$ cat src/rtl/stopwatch_pkg.sv
package stopwatch_pkg;

   localparam int NUM_PAIRS  = 4;
   localparam int NUM_DIGITS = 2 * NUM_PAIRS;
   localparam int SEL_W      = $clog2(NUM_DIGITS);
   localparam int SEG_W      = 7;

   typedef struct packed {
      logic [3:0] tens;
      logic [3:0] units;
   } bcd_pair_t;

   // segment order {a,b,c,d,e,f,g}, active high
   function automatic logic [SEG_W-1:0] seg_glyph(input logic [3:0] v);
      logic [SEG_W-1:0] s;
      case (v)
         4'h0: s = 7'b1111110;
         4'h1: s = 7'b0110000;
         4'h2: s = 7'b1101101;
         4'h3: s = 7'b1111001;
         4'h4: s = 7'b0110011;
         4'h5: s = 7'b1011011;
         4'h6: s = 7'b1011111;
         4'h7: s = 7'b1110000;
         4'h8: s = 7'b1111111;
         4'h9: s = 7'b1111011;
         4'hA: s = 7'b1110111;
         4'hB: s = 7'b0011111;
         4'hC: s = 7'b1001110;
         4'hD: s = 7'b0111101;
         4'hE: s = 7'b1001111;
         default: s = 7'b1000111;
      endcase
      return s;
   endfunction

endpackage

$ cat src/rtl/sw_tick_div.sv
module sw_tick_div #(
   parameter int unsigned DIV = 2
) (
   input  logic clk,
   input  logic clr,
   output logic tick
);
   localparam int unsigned CW = (DIV > 1) ? $clog2(DIV) : 1;
   localparam logic [CW-1:0] LAST = CW'(DIV - 1);

   logic [CW-1:0] cnt;

   always_ff @(posedge clk or posedge clr) begin
      if (clr)              cnt <= '0;
      else if (cnt == LAST) cnt <= '0;
      else                  cnt <= cnt + 1'b1;
   end

   assign tick = (cnt == LAST);

endmodule

$ cat src/rtl/sw_bcd_pair.sv
module sw_bcd_pair
   import stopwatch_pkg::*;
#(
   parameter logic [3:0] TOP_TENS  = 4'd5,
   parameter logic [3:0] TOP_UNITS = 4'd9
) (
   input  logic      clk,
   input  logic      clr,
   input  logic      en,
   output bcd_pair_t val,
   output logic      carry
);
   logic at_top;
   logic unit_wrap;

   always_comb begin
      at_top    = (val.tens == TOP_TENS) && (val.units == TOP_UNITS);
      unit_wrap = (val.units == 4'd9);
      carry     = en && at_top;
   end

   always_ff @(posedge clk or posedge clr) begin
      if (clr) begin
         val <= '0;
      end else if (en) begin
         if (at_top) begin
            val <= '0;
         end else if (unit_wrap) begin
            val.units <= 4'd0;
            val.tens  <= val.tens + 4'd1;
         end else begin
            val.units <= val.units + 4'd1;
         end
      end
   end

endmodule

$ cat src/rtl/sw_scan_mux.sv
module sw_scan_mux
   import stopwatch_pkg::*;
(
   input  logic                    clk,
   input  logic                    clr,
   input  logic                    scan_tick,
   input  logic [NUM_DIGITS*4-1:0] digits,
   output logic [SEG_W-1:0]        seg,
   output logic [SEL_W-1:0]        dig_sel
);
   logic [SEL_W-1:0] idx;

   always_ff @(posedge clk or posedge clr) begin
      if (clr)            idx <= '0;
      else if (scan_tick) idx <= idx + 1'b1;
   end

   always_ff @(posedge clk or posedge clr) begin
      if (clr) begin
         dig_sel <= '0;
         seg     <= seg_glyph(4'd0);
      end else begin
         dig_sel <= idx;
         seg     <= seg_glyph(digits[idx*4 +: 4]);
      end
   end

endmodule

$ cat src/rtl/stopwatch_core.sv
module stopwatch_core
   import stopwatch_pkg::*;
#(
   parameter int unsigned CLK_HZ     = 10_000_000,
   parameter int unsigned CNT_HZ     = 100,
   parameter int unsigned SCAN_HZ    = 1000,
   parameter int unsigned TICK_STAGE = 0
) (
   input  logic             clk,
   input  logic             clr,
   input  logic             run,
   output logic [SEG_W-1:0] seg,
   output logic [SEL_W-1:0] dig_sel,
   output logic             chime
);
   localparam int unsigned CNT_DIV  = CLK_HZ / CNT_HZ;
   localparam int unsigned SCAN_DIV = CLK_HZ / SCAN_HZ;

   if (CNT_HZ == 0 || CLK_HZ % CNT_HZ != 0 || CNT_DIV < 2) begin : g_bad_cnt
      $error("CLK_HZ must be a multiple of CNT_HZ, at least twice");
   end
   if (SCAN_HZ == 0 || CLK_HZ % SCAN_HZ != 0 || SCAN_DIV < 2) begin : g_bad_scan
      $error("CLK_HZ must be a multiple of SCAN_HZ, at least twice");
   end
   if (TICK_STAGE >= NUM_PAIRS) begin : g_bad_stage
      $error("TICK_STAGE out of range");
   end

   logic                    cnt_tick;
   logic                    scan_tick;
   logic                    cnt_adv;
   logic [NUM_PAIRS-1:0]    stage_en;
   logic [NUM_PAIRS-1:0]    carry;
   logic [NUM_DIGITS*4-1:0] digits;
   logic                    day_wrap;

   sw_tick_div #(.DIV(CNT_DIV)) u_cnt_div (
      .clk (clk), .clr (clr), .tick (cnt_tick)
   );

   sw_tick_div #(.DIV(SCAN_DIV)) u_scan_div (
      .clk (clk), .clr (clr), .tick (scan_tick)
   );

   assign cnt_adv  = cnt_tick & run;
   assign day_wrap = carry[NUM_PAIRS-1];

   for (genvar g = 0; g < NUM_PAIRS; g++) begin : g_pair
      localparam logic [3:0] TT = (g == 0) ? 4'd9 : (g == NUM_PAIRS-1) ? 4'd2 : 4'd5;
      localparam logic [3:0] TU = (g == NUM_PAIRS-1) ? 4'd3 : 4'd9;
      bcd_pair_t pv;

      if (g == TICK_STAGE) begin : g_entry
         assign stage_en[g] = cnt_adv;
      end else if (g > TICK_STAGE) begin : g_chain
         assign stage_en[g] = carry[g-1];
      end else begin : g_idle
         assign stage_en[g] = 1'b0;
      end

      sw_bcd_pair #(.TOP_TENS(TT), .TOP_UNITS(TU)) u_pair (
         .clk   (clk),
         .clr   (clr),
         .en    (stage_en[g]),
         .val   (pv),
         .carry (carry[g])
      );

      assign digits[g*8 +: 8] = pv;
   end

   sw_scan_mux u_scan (
      .clk       (clk),
      .clr       (clr),
      .scan_tick (scan_tick),
      .digits    (digits),
      .seg       (seg),
      .dig_sel   (dig_sel)
   );

   always_ff @(posedge clk or posedge clr) begin
      if (clr) chime <= 1'b0;
      else     chime <= (digits[15:8] == 8'h59);
   end

endmodule

$ cat config.mk
export PLATFORM = sky130hd
export DESIGN_NAME = stopwatch_core
export DESIGN_NICKNAME = d
export VERILOG_FILES = /design/src/rtl/stopwatch_pkg.sv /design/src/rtl/sw_tick_div.sv /design/src/rtl/sw_bcd_pair.sv /design/src/rtl/sw_scan_mux.sv /design/src/rtl/stopwatch_core.sv
export SDC_FILE = /design/constraint.sdc
export NUM_CORES = 1
export LEC_CHECK = 0
export BUFFER_PORTS_ARGS = -buffer_cell sky130_fd_sc_hd__buf_2
export CORE_MARGIN = 5
export CORE_UTILIZATION = 25
export CTS_BUF_LIST = sky130_fd_sc_hd__clkbuf_4
export DETAILED_ROUTE_END_ITERATION = 7
export GPL_ROUTABILITY_DRIVEN = 0
export PLACE_DENSITY = 0.35
export SYNTH_ARGS = -nofsm -noshare
export SYNTH_HDL_FRONTEND = slang
export SYNTH_SLANG_ARGS = --single-unit
$ cat constraint.sdc
create_clock -name clk -period 4.9 [get_ports clk]
set_clock_uncertainty 0.1 [all_clocks]
set_input_delay 0.98 -clock clk [delete_from_list [all_inputs] [get_ports clk]]
set_output_delay 0.98 -clock clk [all_outputs]
set_load 0.01 [all_outputs]
Word-level counts from Yosys, hierarchy flattened
Memory sizes are Yosys's and may differ from the RTL's. A register that Yosys moved wholly into a read port is not among the register bits.
Index checks and enable logic that the tools add are counted.

word-level totals
  bits in registers = 70
  memory bits (read-only) = 112
  input port bits = 3
  output and inout bits = 11
  word-level logic and storage cells = 68
  memories = 1

memory list
  memory            depth  width  read ports  clocked after memory_dff  write ports  RTL line             text
  (name not given)  16     7      1           1                         0            stopwatch_pkg.sv:16  case (v)

operators by class
  $add $sub $neg = 11
  equal/unequal tests = 12
  shift operators = 1
  multiplexer cells = 14
  bitwise logic cells = 1
  reduce and logical (&&, ||, !) cells = 15

operator list
  operator                 number
  $add A4 B1 Y4 const B    8
  $mux W4                  8
  $mux W8                  4
  $shiftx A32 B6 Y4        1
  $eq A4 B4 Y1 const B     5
  $add A17 B1 Y17 const B  1
  $eq A17 B17 Y1 const B   1
  $mux W17                 1
  $add A14 B1 Y14 const B  1
  $eq A14 B14 Y1 const B   1
  $mux W14                 1
  $eq A4 B2 Y1 const B     2
  $eq A4 B3 Y1 const B     2
  $eq A8 B7 Y1 const B     1
  $reduce_and A2 Y1        4
  $reduce_bool A2 Y1       4
  $logic_and A1 B1 Y1      7
  $add A3 B1 Y3 const B    1
  $and A1 B1 Y1            1

Longest topological paths before layout
  word-level depth = 6
  mapped depth = 10
  depth with buffers taken out = 8

Hierarchy
From an unflattened synthesis, not the netlist that was laid out.

unflattened totals
  cells, all modules = 399
  area, all modules = 4,372.9 sq um

by module, submodules not included
  module                               times used  cells each  area an instance (sq um)
  sw_scan_mux                          1           66          949.7
  sw_bcd_pair at g_pair[1].u_pair ...  2           48          469.2
  sw_tick_div at u_cnt_div             1           75          825.8
  sw_tick_div at u_scan_div            1           63          671.9
  sw_bcd_pair at g_pair[0].u_pair      1           49          474.2
  sw_bcd_pair at g_pair[3].u_pair      1           44          451.7
  stopwatch_core                       1           6           61.3

Least setup slack after synthesis
No wires, ideal clock.

  kind = input port to flip-flop
  start = in run
  end = reg g_pair[2].u_pair.val[3] (netlist name)
  setup time = 0.095 ns
  arrival = 2.165 ns
  required time = 4.705 ns
  setup slack = 2.539 ns
  stages on the path = 7
  path through = and4b_1 buf_2 nor2b_1 buf_4 nand2_2 or3_1 o31ai_1

on the way
  word-level cells in the longest chain between the ends = 3

ends and longest elaborated chain
  element                           RTL line              text
  start, declared                   stopwatch_core.sv:11  input logic run,
  $and A1 B1 Y1                     stopwatch_core.sv:45  assign cnt_adv = cnt_tick & run;
  $logic_and A1 B1 Y1 (2 in a row)  sw_bcd_pair.sv:19     carry = en && at_top;
  end, declared                     sw_bcd_pair.sv:10     output bcd_pair_t val,

Every way passes these cells.
A chain may end at the register's enable or synchronous reset.

Worst setup path after layout
  start = reg u_scan.idx[0]
  end = reg u_scan.seg[5]

on the way
  word-level cells in the longest chain between the ends = 1

ends and longest elaborated chain
  element                 RTL line           text
  start, declared         sw_scan_mux.sv:11  logic [SEL_W-1:0] idx;
  start signal, assigned  sw_scan_mux.sv:15  else if (scan_tick) idx <= idx + 1'b1;
  $shiftx A32 B6 Y4       sw_scan_mux.sv:24  seg <= seg_glyph(digits[idx*4 +: 4]);
  end, declared           sw_scan_mux.sv:8   output logic [SEG_W-1:0] seg,

Every way passes these cells.

==> results.toml <==
[clock_network]
numCtsBuffers = 9
clk_pin_slew_ns = 0.13
insertion_delay_ns = 0.46
cts_sinks = 77
cts_hold_buf = 0
cts_tree = "yes"
cts_resized = 0
cts_setup_buffers = 0
cts_root_buffer = "clkbuf_4"
h-tree-depth = 3
clockBufferDepth = 2

[floorplan]
core-area_sq_um = 16000
die_h_um = 138
die_area_sq_um = 19100
chipWidth_um = 138
num_io_pins = 14
rows = 46
start_util_pct = 25.6

[setup_path]
crit_family = "multiplexers"
cp.arrival_ns = 3.13
cp-start-kind = "register"
cpPeakStageDelay_ns = 0.73
cp.required_ns = 5.17
cp-end-kind = "register"
worstPathBufferInverterCount = 1
worstPathCellList = "mux4_1 > mux2i_1 > inv_1 > ha_1 > nand2_1 > o21ai_0 > a22oi_1"
critPathKind = "reg2reg"
cpMaxStageDelayCell = "dfrtp_1"
cp_max_fo = 11

[synthesis]
synthesis.nets = 409
syn_inst = 382
synth_top_area_share_pct = 43.4
synth-main-ff-cell = "dfrtp_1"
yosysTopAreaCell = "dfrtp_1"
synth-seq-cells = 77
async_flop_share_pct = 100
yosysUniqueCellTypes = 50
syn_area_per_cell_sq_um = 10.7
synth_area_leaders = "dfrtp_1 (43%), ha_1 (7.3%), dfstp_2 (3.8%)"
yosysSeqAreaShare_pct = 47.2
synth_edf_count = 0
syn_area_sq_um = 4100
yosysWarningCount = 0

[drt]
wl_um = 8380
first_iter_violations = 103
drtAntennaViolNets = 0
num_vias = 2778
drtPass1Iterations = 6
wl_per_cell_um = 13.5
remaining_drc_errors = 0
vias_per_cell = 4.47

[power]
power_density_nw_per_um2 = 240
internal_power_w = 0.000841
max-vdd-ir-drop_uv = 79.7
clkPwrFrac_pct = 40.5
leakagePower_nw = 2.07
swShare_pct = 23.1
p_switching_w = 0.000252
p_comb_share_pct = 1.3
seqPwrFrac_pct = 58.2
power_w = 0.00109

[grt]
grt_first_pass_wirelength_um = 14300
grt_overflow_total = 0
grt_max_degree = 56
grt.total_usage_pct = 9.34
grt_antenna_before_repair = 1
grt_pass1_vias = 2703

[timing]
fin_tns_setup_ns = 0
setup_ws_ns = 2.04
worst_pin_slew_ns = 0.959
post-route-min-period_ns = 2.86
drv_slew = 0
rsz0062_at_grt = "no"
max_freq_ghz = 0.349
fin_crit_sh_pct = 58.4
slew_headroom_pct = 34.3
finalHoldViolCount = 0
setup_viol = 0

[placement]
io_buffers = 13
dpl_worst_slack_ns = 1.69
hpwl_um = 5990

[cells_and_area]
area_delta_synth_final_pct = 11.2
final_common_cell = "dfrtp_1"
nets = 426
drive_gt1_share_pct = 15.3
final_cell_mix = "dfrtp_1 (71), nor2_1 (38), nand2_1 (29)"
post-route-util_pct = 28.5

[run_status]
status = "completed"

[run]
drv_cap = 0

[min_path]
hold_path.class = "reg2reg"
## per-stage QoR
stage / instances / hold WS (ns) / area (sq um)
after floorplan: 382 / 0.249 / 4100
after global placement: 604 / 0.376 / 4400
after detailed placement: 604 / 0.383 / 4400
after CTS: 620 / 0.402 / 4550
after global routing: 621 / 0.426 / 4560
final: 621 / 0.399 / 4560
## cell usage after synthesis (all sizes together), types with 4 or more instances
cell	n
dfrtp	71
nor2	38
nand2	30
ha	24
nand3	23
inv	17
xnor2	17
o21ai	15
xor2	15
nor3	12
mux2	9
a21o	8
buf	8
mux4	8
a21oi	7
and3	7
dfstp	6
nand2b	6
nand4	6
o31ai	5
mux2i	4
nand3b	4
nor2b	4
nor4b	4
or2	4
## sequential cells by signal (all words and copies together) (netlist names)
register	count
g_pair.u_pair.val	32
u_cnt_div.cnt	17
u_scan_div.cnt	14
u_scan.seg	7
u_scan.dig_sel	3
u_scan.idx	3
chime	1
## kinds of logic after synthesis
kind of cell             synth area share [%]
multiplexers                             8.21
XOR/XNOR                                 6.84
flip-flops                               47.2
AO/OA/AOI/OAI                            7.33
adder cells (fa/ha/maj)                  7.33
AND/OR/NAND/NOR                          20.0
buffers and inverters                    3.05
## worst register-to-register path: cells and delay by family, from the launching register on
| kind | cells | cell delay [ns] |
|---|---|---|
| adders and majority gates | 1 | 0.25 |
| and+or+nand+nor | 1 | 0.06 |
| muxes | 2 | 1.15 |
| DFF | 1 | 0.73 |
| buffers and inverters | 1 | 0.18 |
| AOI/OAI and AO/OA | 2 | 0.32 |
## routing by layer
| layer | GRT usage [%] | share of wire [%] |
|---|---|---|
| met2 | 12.8 | 43 |
| met3 | 1.97 | 2.9 |
| met5 | 0 | 0 |
| met1 | 13.6 | 52 |
| met4 | 5.15 | 2.4 |
## layout make-up
type | instances | area, sq um
antenna | 1 | 2.50
clock buffer | 9 | 67.6
clock inverter | 7 | 90.1
fill | 1722 | 11400
inverter | 17 | 65.1
multi-input combinational | 278 | 2040
sequential | 77 | 1930
tap | 216 | 270
timing repair buffer | 16 | 87.6
## power groups by stage
| stage | Combinational, W | Clock [W] | Sequential [W] |
|---|---|---|---|
| floorplan | 0.00000922 | 0 | 0.000648 |
| global placement | 0.0000158 | 0 | 0.000648 |
| detailed placement | 0.0000157 | 0 | 0.000648 |
| CTS | 0.0000159 | 0.000473 | 0.000636 |
| global route | 0.0000178 | 0.000494 | 0.000636 |
| finish | 0.0000142 | 0.000443 | 0.000636 |
## worst paths after layout
check / cells past startpoint / slack [ns] / end / startpoint
max in group asynchronous: 3 / 3.18 / u_scan.seg[2] / clr
min in group asynchronous: 2 / 0.59 / u_cnt_div.cnt[11] / clr
setup / recovery: 7 / 2.04 / u_scan.seg[5] / u_scan.idx[0]
hold reg to reg: 1 / 0.40 / u_cnt_div.cnt[0] / u_cnt_div.cnt[0]
setup reg to reg: 7 / 2.04 / u_scan.seg[5] / u_scan.idx[0]
hold / removal: 1 / 0.40 / u_cnt_div.cnt[0] / u_cnt_div.cnt[0]
Note: power is estimated with default switching activity, not from simulation.
